===== config.mk =====
export PLATFORM = sky130hd
export DESIGN_NAME = static_branch_steer
export DESIGN_NICKNAME = d
export VERILOG_FILES = /design/src/rtl/sbp_pkg.sv /design/src/rtl/sbp_policy.sv /design/src/rtl/sbp_resolve.sv /design/src/rtl/sbp_counter.sv /design/src/rtl/static_branch_steer.sv
export SDC_FILE = /design/constraint.sdc
export NUM_CORES = 1
export LEC_CHECK = 0
export ABC_AREA = 0
export BUFFER_PORTS_ARGS = -buffer_cell sky130_fd_sc_hd__buf_2
export CORE_ASPECT_RATIO = 0.5
export CORE_MARGIN = 2
export CORE_UTILIZATION = 50
export CTS_CLUSTER_SIZE = 30
export DETAILED_ROUTE_END_ITERATION = 6
export PLACE_DENSITY = 0.78
export SLEW_MARGIN = 40
export SYNTH_ARGS = -nofsm -noshare
export SYNTH_HDL_FRONTEND = slang
export SYNTH_SLANG_ARGS = --single-unit

===== constraint.sdc =====
create_clock -name clk -period 5.9 [get_ports clk]
set_input_delay 0.59 -clock clk [delete_from_list [all_inputs] [get_ports clk]]
set_output_delay 0.59 -clock clk [all_outputs]
set_load 0.005 [all_outputs]

===== src/rtl/sbp_pkg.sv =====
package sbp_pkg;

  typedef enum logic [1:0] {
    POL_NEVER    = 2'b00,
    POL_ALWAYS   = 2'b01,
    POL_BACKWARD = 2'b10,
    POL_HINT     = 2'b11
  } steer_policy_e;

  localparam int unsigned INSN_BYTES = 4;

  // Direction rule; offset sign and hint are the only operands.
  function automatic logic pick_direction(steer_policy_e pol, logic off_neg, logic hint);
    logic dir;
    unique case (pol)
      POL_NEVER:    dir = 1'b0;
      POL_ALWAYS:   dir = 1'b1;
      POL_BACKWARD: dir = off_neg;
      POL_HINT:     dir = hint;
      default:      dir = 1'b0;
    endcase
    return dir;
  endfunction

endpackage


===== src/rtl/sbp_policy.sv =====
module sbp_policy
  import sbp_pkg::*;
#(
  parameter int unsigned PC_W = 32
) (
  input  logic [1:0]      policy,
  input  logic [PC_W-1:0] pc,
  input  logic [PC_W-1:0] offset,
  input  logic            hint,
  output logic            taken,
  output logic [PC_W-1:0] next_pc,
  output logic [PC_W-1:0] fall_pc,
  output logic [PC_W-1:0] tgt_pc
);

  localparam logic [PC_W-1:0] STEP = PC_W'(INSN_BYTES);

  function automatic logic [PC_W-1:0] seq_addr(logic [PC_W-1:0] a);
    return a + STEP;
  endfunction

  function automatic logic [PC_W-1:0] jump_addr(logic [PC_W-1:0] a, logic [PC_W-1:0] o);
    return seq_addr(a) + o;
  endfunction

  steer_policy_e pol;
  logic          off_neg;

  assign pol     = steer_policy_e'(policy);
  assign off_neg = offset[PC_W-1];
  assign fall_pc = seq_addr(pc);
  assign tgt_pc  = jump_addr(pc, offset);
  assign taken   = pick_direction(pol, off_neg, hint);
  assign next_pc = taken ? tgt_pc : fall_pc;

endmodule


===== src/rtl/sbp_resolve.sv =====
module sbp_resolve #(
  parameter int unsigned PC_W = 32
) (
  input  logic            clk,
  input  logic            rst_n,
  input  logic            br_valid,
  input  logic            pred_taken,
  input  logic [PC_W-1:0] fall_pc,
  input  logic [PC_W-1:0] tgt_pc,
  input  logic            res_valid,
  input  logic            res_taken,
  output logic            accepted,
  output logic            squash,
  output logic [PC_W-1:0] fix_pc
);

  logic            pend_valid;
  logic            pend_taken;
  logic [PC_W-1:0] pend_fall;
  logic [PC_W-1:0] pend_tgt;

  always_ff @(posedge clk or negedge rst_n) begin
    if (!rst_n) begin
      pend_valid <= 1'b0;
      pend_taken <= 1'b0;
      pend_fall  <= '0;
      pend_tgt   <= '0;
    end else begin
      pend_valid <= br_valid;
      if (br_valid) begin
        pend_taken <= pred_taken;
        pend_fall  <= fall_pc;
        pend_tgt   <= tgt_pc;
      end
    end
  end

  logic wrong_way;
  assign accepted  = res_valid & pend_valid;
  assign wrong_way = res_taken ^ pend_taken;
  assign squash    = accepted & wrong_way;
  assign fix_pc    = pend_taken ? pend_fall : pend_tgt;

  // no squash without a branch in the cycle before
  assert_squash_needs_branch_R7: assert property (@(posedge clk) disable iff (!rst_n)
    squash |-> ($past(br_valid) && res_valid));

  // squash only when outcome disagrees with the guess made last cycle
  assert_squash_mismatch_R5: assert property (@(posedge clk) disable iff (!rst_n)
    squash |-> (res_taken != $past(pred_taken)));

  // a matching outcome never squashes
  assert_no_squash_on_match_R5: assert property (@(posedge clk) disable iff (!rst_n)
    ($past(br_valid) && res_valid && res_taken == $past(pred_taken)) |-> !squash);

  // restart address follows the real outcome
  assert_fix_taken_R6: assert property (@(posedge clk) disable iff (!rst_n)
    (squash && res_taken) |-> (fix_pc == $past(tgt_pc)));
  assert_fix_not_taken_R6: assert property (@(posedge clk) disable iff (!rst_n)
    (squash && !res_taken) |-> (fix_pc == $past(fall_pc)));

endmodule


===== src/rtl/sbp_counter.sv =====
module sbp_counter #(
  parameter int unsigned CNT_W = 16
) (
  input  logic             clk,
  input  logic             rst_n,
  input  logic             inc,
  output logic [CNT_W-1:0] cnt
);

  localparam logic [CNT_W-1:0] TOP = {CNT_W{1'b1}};

  function automatic logic [CNT_W-1:0] bump(logic [CNT_W-1:0] v, logic go);
    return (go && v != TOP) ? v + 1'b1 : v;
  endfunction

  always_ff @(posedge clk or negedge rst_n) begin
    if (!rst_n) cnt <= '0;
    else        cnt <= bump(cnt, inc);
  end

  // a counter never goes down (no wrap past all ones)
  assert_cnt_no_wrap_R9: assert property (@(posedge clk) disable iff (!rst_n)
    cnt >= $past(cnt));

  // a counter moves only when asked
  assert_cnt_idle_R8: assert property (@(posedge clk) disable iff (!rst_n)
    !$past(inc) |-> $stable(cnt));

endmodule


===== src/rtl/static_branch_steer.sv =====
module static_branch_steer #(
  parameter int unsigned PC_W  = 32,
  parameter int unsigned CNT_W = 16
) (
  input  logic             clk,
  input  logic             rst_n,
  input  logic             br_valid,
  input  logic [PC_W-1:0]  br_pc,
  input  logic [PC_W-1:0]  br_offset,
  input  logic             br_hint,
  input  logic [1:0]       policy,
  output logic             pred_taken,
  output logic [PC_W-1:0]  pred_next_pc,
  input  logic             res_valid,
  input  logic             res_taken,
  output logic             squash,
  output logic [PC_W-1:0]  fix_pc,
  output logic [CNT_W-1:0] branch_count,
  output logic [CNT_W-1:0] mispredict_count
);

  localparam int unsigned N_CNT = 2;

  logic [PC_W-1:0] fall_pc;
  logic [PC_W-1:0] tgt_pc;
  logic            accepted;

  sbp_policy #(.PC_W(PC_W)) u_policy (
    .policy  (policy),
    .pc      (br_pc),
    .offset  (br_offset),
    .hint    (br_hint),
    .taken   (pred_taken),
    .next_pc (pred_next_pc),
    .fall_pc (fall_pc),
    .tgt_pc  (tgt_pc)
  );

  sbp_resolve #(.PC_W(PC_W)) u_resolve (
    .clk        (clk),
    .rst_n      (rst_n),
    .br_valid   (br_valid),
    .pred_taken (pred_taken),
    .fall_pc    (fall_pc),
    .tgt_pc     (tgt_pc),
    .res_valid  (res_valid),
    .res_taken  (res_taken),
    .accepted   (accepted),
    .squash     (squash),
    .fix_pc     (fix_pc)
  );

  logic [N_CNT-1:0]            cnt_inc;
  logic [N_CNT-1:0][CNT_W-1:0] cnt_val;

  assign cnt_inc = {squash, accepted};

  for (genvar g = 0; g < N_CNT; g++) begin : g_cnt
    sbp_counter #(.CNT_W(CNT_W)) u_cnt (
      .clk   (clk),
      .rst_n (rst_n),
      .inc   (cnt_inc[g]),
      .cnt   (cnt_val[g])
    );
  end

  assign branch_count     = cnt_val[0];
  assign mispredict_count = cnt_val[1];


  assert_never_policy_R1: assert property (@(posedge clk) disable iff (!rst_n)
    (policy == 2'b00) |-> (!pred_taken && pred_next_pc == br_pc + PC_W'(4)));

  assert_always_policy_R2: assert property (@(posedge clk) disable iff (!rst_n)
    (policy == 2'b01) |-> (pred_taken && pred_next_pc == br_pc + PC_W'(4) + br_offset));

  assert_backward_policy_R3: assert property (@(posedge clk) disable iff (!rst_n)
    (policy == 2'b10) |-> (pred_taken == br_offset[PC_W-1]));

  assert_hint_policy_R4: assert property (@(posedge clk) disable iff (!rst_n)
    (policy == 2'b11) |-> (pred_taken == br_hint));
  // mispredictions never outnumber resolved branches
  assert_miss_within_total_R8: assert property (@(posedge clk) disable iff (!rst_n)
    mispredict_count <= branch_count);

endmodule


==> impl_metrics.ini, run 1 <==
[status]
status = completed

[timing]
tns_ns = 0
finalCritPeriodShare = 0.808
rsz0062_at_grt = false
hold_viol = 0
fin_skew_ns = 0.00602
period_minus_slack_ns = 4.77
tightest_slew_ns = 0.747
fmax_mhz = 210
slew_headroom = 0.502
finalSetupViolations = 0
slew_viol_final = 0

[critical_path]
r2r_cells = 9
rr_endpoint = g_cnt[1].u_cnt.cnt[15]$_DFFE_PN0P_
reg2reg_from = u_resolve.pend_taken$_DFFE_PN0P_
r2r_slack_ns = 3.20
arrival_ns = 4.18
cp_cell_sequence = buf_2 -> and3_1 -> and3_1 -> nand3_1 -> nor2b_2 -> nand3_1 -> xor2_1 -> inv_1 -> ha_1 -> a21oi_1 -> o21ai_1 -> a21o_1 -> a21oi_1 -> o21ai_0 -> a31oi_2 -> o21bai_1 -> xnor2_1 -> mux2i_1 -> buf_2
critPathTopFamily = compound AO/OA/AOI/OAI gates
endpoint_kind = primary output
critical_path_buf_inv_count = 3
slowest_delay_ns = 0.38
crit_path_max_fanout = 7
crit_end = pred_next_pc[24]
critical_path_class = primary input to primary output
cp.depth = 19
required_ns = 5.31
cp-startpoint = br_pc[8]
cp-start-kind = primary input
cp_slowest_cell = ha_1

[yosys]
synth_warnings = 0
synthMuxAreaShare = 0.114
syn-num-nets = 863
synth_ff_type = dfrtp_1
seq_area_frac_synth = 0.362
synth-seq-cells = 98
synth-simple-area-share = 0.155
async_flop_share = 1.00
synth-compound-area-share = 0.138
synth_edf_count = 0
synthCells = 749
synth_fa_ha_area_frac = 0.0786
synthXorXnorAreaFrac = 0.110
yosysUniqueCellTypes = 56
netlist_area_um2 = 6780
synth.avg_cell_area_um2 = 9.06
synth_top_family_by_area = simple AND/OR/NAND/NOR gates

[place]
hpwlAfterDp_um = 13200
placedCellCount = 1072
io_buffers = 169
place.gp.congestion = 0.965

[clock_network]
cts-hold-fix-buffers = 0
cts_buffers = 9
clockBufferDepth = 2
clk_latency_ns = 0.35
cts_resized = 0
clock_sinks = 98
clk_pin_slew_worst_paths_ns = 0.08
cts_tree = done
cts_setup_buffers = 0
h-tree-depth = 3
root_buffer = clkbuf_16

[routing]
wl_per_cell_um = 15.7
drtPass1Iterations = 5
ant_nets = 0
wl_um = 17100
drc = 0
drt_iter0_markers = 260
via_per_inst = 5.41
vias = 5896

[floorplan]
dieArea_um2 = 14600
num_rows = 30
coreArea_um2 = 13400
die_y_um = 86.4
initial_core_util = 0.506
die-width_um = 169
io_pins = 170

[power_and_ir_drop]
ir_drop_mv = 0.147
p_leak_nw = 4.00
power.density_nw_per_um2 = 273

[grt]
overflow = 0
grt_usage = 0.237
grt_pass1_wl_um = 27400
grt_pass1_vias = 5576
antenna_found_initial = 0
grt_max_degree = 86

[finish]
num-fill-cells = 1185
drive_gt1_frac = 0.279
diodes = 0
layoutNonFillerInstCount = 1089
area_growth_pct = 20.4
nNetsFinal = 1022

[worst_hold_path]
holdCritPathClass = primary input to asynchronous set/reset pin

[flow_run]
maxCapViolCount = 0
area by class of cell:
type                       count  area [um^2]  area share
multi-input combinational    574         4050       0.496
tap                          176          220      0.0270
sequential                    98         2450       0.300
clock inverter                 7          114      0.0139
timing repair buffer         175          911       0.112
inverter                      50          188      0.0230
clock buffer                   9          225      0.0276
synthesized netlist by cell type, drive strengths merged (2+ instances only):
cell	n	area, um^2
nor2	65	244
o21bai	6	45.0
nand4	17	106
o22ai	2	12.5
nor4bb	2	20.0
a31oi	5	37.5
nand3	24	120
a21oi	57	300
nor2b	4	27.5
nand2b	4	25.0
nor3	7	35.0
buf	2	10.0
and2	2	12.5
xor2	29	254
mux2	52	586
and4	5	43.8
or3	2	12.5
nand3b	2	15.0
o21a	3	22.5
nand2	73	274
inv	50	188
o21ai	51	259
and3	10	62.6
dfrtp	98	2450
a211oi	3	22.5
mux2i	19	190
ha	41	513
xnor2	56	490
clkbuf	25	93.8
o31ai	4	53.8
a21o	12	90.1
per-layer routing:
metal  part of all wire  track usage
met1               0.45        0.311
met2               0.48        0.404
met3              0.051       0.0429
met4              0.016       0.0697
met5                  0            0
worst min-delay path by stage:
| stage | slack, ns | depth (start not counted) | to | start |
|---|---|---|---|---|
| final | 0.15 | 1 | g_cnt[1].u_cnt.cnt[9]$_DFFE_PN0P_ | rst_n |
| after global routing | 0.17 | 1 | g_cnt[1].u_cnt.cnt[8]$_DFFE_PN0P_ | rst_n |
| after CTS | 0.16 | 1 | g_cnt[1].u_cnt.cnt[9]$_DFFE_PN0P_ | rst_n |
| after detailed placement | 0.47 | 1 | g_cnt[1].u_cnt.cnt[9]$_DFFE_PN0P_ | g_cnt[1].u_cnt.cnt[9]$_DFFE_PN0P_ |
| after global placement | 0.47 | 1 | g_cnt[0].u_cnt.cnt[9]$_DFFE_PN0P_ | g_cnt[0].u_cnt.cnt[9]$_DFFE_PN0P_ |
| after floorplan | 0.29 | 0 | g_cnt[0].u_cnt.cnt[0]$_DFFE_PN0P_ | rst_n |
power by group:
part           internal (W)  switching, W
Sequential         0.000784     0.0000822
Clock              0.000381      0.000286
Combinational      0.000330      0.000367
Total               0.00149      0.000735
cell families after synthesis:
logic type / Yosys count
adder cells (fa/ha/maj): 42
XOR/XNOR: 85
flip-flops: 98
buffers and inverters: 77
multiplexers: 71
AND/OR/NAND/NOR: 224
AO/OA/AOI/OAI: 152
metrics by stage:
step,total power (W),worst slack [ns],utilization,cell area (um^2),hold WS (ns)
after global placement,0.00155,1.16,0.582,7800,0.469
after CTS,0.00225,1.15,0.608,8150,0.158
after floorplan,0.00129,1.90,-,6780,0.294
after global routing,0.00237,0.730,0.609,8170,0.173
after detailed placement,0.00157,1.17,0.583,7810,0.473
final,0.00223,1.13,0.609,8170,0.151
cell usage in the layout (no fill, tap or decap), drive strengths merged, types with 3 or more instances in the layout:
master / netlist / final
clkinv: 0 / 4
o21a: 3 / 3
nor2b: 4 / 4
mux2: 52 / 52
o21ai: 51 / 51
buf: 2 / 175
nand2: 73 / 73
a21o: 12 / 12
a21oi: 57 / 57
xor2: 29 / 29
mux2i: 19 / 19
and4: 5 / 5
nor3: 7 / 7
a211oi: 3 / 3
ha: 41 / 41
and3: 10 / 10
dfrtp: 98 / 98
nor2: 65 / 65
inv: 50 / 51
clkbuf: 25 / 9
o21bai: 6 / 6
nand3: 24 / 24
xnor2: 56 / 56
o31ai: 4 / 4
nand4: 17 / 17
nand2b: 4 / 4
a31oi: 5 / 5
state kept, by name, summed over array words and instances (netlist names):
name	count
u_resolve.pend_tgt	32
u_resolve.pend_taken	1
u_resolve.pend_valid	1
g_cnt.u_cnt.cnt	32
u_resolve.pend_fall	32
(Power assumes the default switching activity.)
==> run 2, diff against run 1 <==
--- a/config.mk
+++ b/config.mk
@@ -5,14 +5,14 @@
 export SDC_FILE = /design/constraint.sdc
 export NUM_CORES = 1
 export LEC_CHECK = 0
-export ABC_AREA = 0
+export ABC_AREA = 1
 export BUFFER_PORTS_ARGS = -buffer_cell sky130_fd_sc_hd__buf_2
 export CORE_ASPECT_RATIO = 0.5
 export CORE_MARGIN = 2
 export CORE_UTILIZATION = 50
 export CTS_CLUSTER_SIZE = 30
 export DETAILED_ROUTE_END_ITERATION = 6
-export PLACE_DENSITY = 0.78
+export PLACE_DENSITY = 0.76
 export SLEW_MARGIN = 40
 export SYNTH_ARGS = -nofsm -noshare
 export SYNTH_HDL_FRONTEND = slang
==> constraint.sdc (replaced) <==
create_clock -name clk -period 4.92 [get_ports clk]
set_input_delay 0.492 -clock clk [delete_from_list [all_inputs] [get_ports clk]]
set_output_delay 0.492 -clock clk [all_outputs]
set_load 0.005 [all_outputs]
==> run 2 against run 1 <==
Compared with the run above: clock power rose by 13%; synthesized area rose by 18%; non-clock buffer count shrank 1; sequential power up 19%; first-iteration DRC count rose to 2.8 times the previous value; critical path depth grew 2; via count is 43% higher; register-to-register slack worse by 0.25 ns; total power up 20%; critical path type unchanged.
==> impl_metrics.ini, run 2 <==
[critical_path]
cp-startpoint = br_pc[2]
reg2reg_from = u_resolve.pend_taken$_DFFE_PN0P_
endpoint_kind = primary output
crit_path_max_fanout = 6
required_ns = 4.43
cp-start-kind = primary input
arrival_ns = 3.51
critical_path_class = primary input to primary output

[yosys]
synth_area_leaders = dfrtp_1 31%, nand2_1 22%, inv_1 7.3%, ha_1 6.4%, nand3_1 5.5%
yosysMostFrequentCell = nand2_1
netlist_area_um2 = 7980
syn-num-nets = 1343
synth-seq-cells = 98
seq_area_frac_synth = 0.307
synthCells = 1229
yosysUniqueCellTypes = 39
async_flop_share = 1.00
synth_ff_type = dfrtp_1
synth_warnings = 0
synth_common_cells = 463 x nand2_1, 155 x inv_1, 98 x dfrtp_1, 88 x nand3_1, 80 x o21ai_0
synth_top_cell_area_share = 0.307
synth.largest_area_cell = dfrtp_1
synth.avg_cell_area_um2 = 6.49
synth_edf_count = 0

[finish]
final_util = 0.601
fin_area_um2 = 9320
diodes = 0
layoutNonFillerInstCount = 1597
num-fill-cells = 1561
final_cell_mix = 463 x nand2_1, 168 x buf_2, 155 x inv_1
area_growth_pct = 16.8
seqCellArea_um2 = 2450
multiInputGateArea_um2 = 4810
nNetsFinal = 1502
drive_gt1_frac = 0.166
top_regs = g_cnt.u_cnt.cnt: 32 flops, u_resolve.pend_fall: 32 flops, u_resolve.pend_tgt: 32 flops
final_common_cell = nand2_1

[timing]
finalCritPeriodShare = 0.814
slew_headroom = 0.523
period_minus_slack_ns = 4.01
finalSetupViolations = 0
rsz0062_at_grt = false
hold_viol = 0
fmax_mhz = 250
tightest_slew_ns = 0.708
slew_viol_final = 0
tns_ns = 0
fin_skew_ns = 0.00344
hold_ws_ns = 0.138

[clock_network]
cts_tree = done
cts_resized = 0
cts_buffers = 9
h-tree-depth = 3
cts-hold-fix-buffers = 0
clock_sinks = 98
clk_latency_ns = 0.35
clockBufferDepth = 2
root_buffer = clkbuf_16
clk_pin_slew_worst_paths_ns = 0.09
cts_setup_buffers = 0

[floorplan]
die_y_um = 93.3
dieArea_um2 = 17000
die-width_um = 183
initial_core_util = 0.515
io_pins = 170
num_rows = 32
coreArea_um2 = 15500

[worst_hold_path]
holdCritPathClass = primary input to asynchronous set/reset pin

[status]
status = completed

[grt]
grt_usage = 0.305
overflow = 0
grt_pass1_vias = 7805
grt_pass1_wl_um = 40300
grt_max_degree = 69
antenna_found_initial = 0

[power_and_ir_drop]
sequentialPowerShare = 0.384
power.density_nw_per_um2 = 288
clkPwrFrac = 0.281
p_leak_nw = 5.26
power.switching_w = 0.00101
internal-power_w = 0.00167
p_comb_frac = 0.335
p_sw_frac = 0.376
ir_drop_mv = 0.173

[routing]
wl_um = 25300
via_per_inst = 5.26
vias = 8408
drt_iter0_markers = 722
drtPass1Iterations = 6
wl_per_cell_um = 15.8
drc = 0
ant_nets = 0

[place]
io_buffers = 169
placedCellCount = 1581
hpwlAfterDp_um = 20300
place.gp.congestion = 1.03
placed_area_um2 = 9010

[flow_run]
maxCapViolCount = 0
[run 2: area by class of cell]
class | count | area share
Multi-Input combinational cell | 944 | 0.516
Sequential cell | 98 | 0.263
Tap cell | 204 | 0.0274
Inverter | 161 | 0.0651
Clock buffer | 9 | 0.0242
Timing Repair Buffer | 174 | 0.0951
Clock inverter | 7 | 0.00900
[run 2: through the flow]
| step | total power, W | worst slack [ns] |
|---|---|---|
| 2_1_floorplan | 0.00156 | 1.84 |
| 3_3_place_gp | 0.00192 | 0.894 |
| 3_5_place_dp | 0.00194 | 0.924 |
| 4_1_cts | 0.00269 | 0.924 |
| 5_1_grt | 0.00286 | 0.666 |
| 6_report | 0.00268 | 0.914 |
[run 2: worst max-delay path: stages]
cell	delay [ns]
buf_2	0.14
ha_1	0.23
nand3_1	0.16
inv_2	0.05
nand2_2	0.08
inv_1	0.05
or2_2	0.26
nand2_1	0.14
inv_1	0.06
ha_1	0.35
nand2_1	0.11
nor2_1	0.28
and3_1	0.20
nand2_1	0.05
nand2_1	0.24
nand2_1	0.12
nand2_1	0.10
nand2_1	0.08
nand3_1	0.09
nand2_1	0.09
buf_2	0.14
[run 2: path summary, 6_finish.rpt]
path | cells past startpoint | end | slack [ns]
worst max register to register | 7 | g_cnt[1].u_cnt.cnt[13]$_DFFE_PN0P_ | 2.95
max in group asynchronous | 2 | u_resolve.pend_taken$_DFFE_PN0P_ | 3.55
worst min register to register | 2 | u_resolve.pend_fall[0]$_DFFE_PN0P_ | 0.47
min in group clk | 3 | u_resolve.pend_fall[0]$_DFFE_PN0P_ | 0.38
worst min-delay path | 1 | u_resolve.pend_fall[25]$_DFFE_PN0P_ | 0.14
worst max-delay path | 21 | pred_next_pc[21] | 0.91
[run 2: layer usage]
metal	global-route usage	vias to the layer above	share of wire	wire length, um
li1	-	4207	-	-
met1	0.428	3847	0.47	11800
met2	0.482	318	0.44	11000
met3	0.0495	36	0.071	1810
met4	0.0974	0	0.025	643
met5	0	-	0	0
[run 2: kinds of logic after synthesis]
| family | Yosys count | synth area share |
|---|---|---|
| AOI/OAI and AO/OA | 133 | 0.0882 |
| xor gates and xnor gates | 59 | 0.0657 |
| adders and majority gates | 42 | 0.0668 |
| buffers and inverters | 187 | 0.0897 |
| DFF | 98 | 0.307 |
| and+or+nand+nor | 710 | 0.382 |
[run 2: power by group through the flow]
stage	logic, W	registers, W	clock network [W]
6_report	0.000898	0.00103	0.000753
5_1_grt	0.00101	0.00105	0.000799
3_3_place_gp	0.000881	0.00104	0
2_1_floorplan	0.000536	0.00102	0
4_1_cts	0.000898	0.00103	0.000766
3_5_place_dp	0.000893	0.00104	0
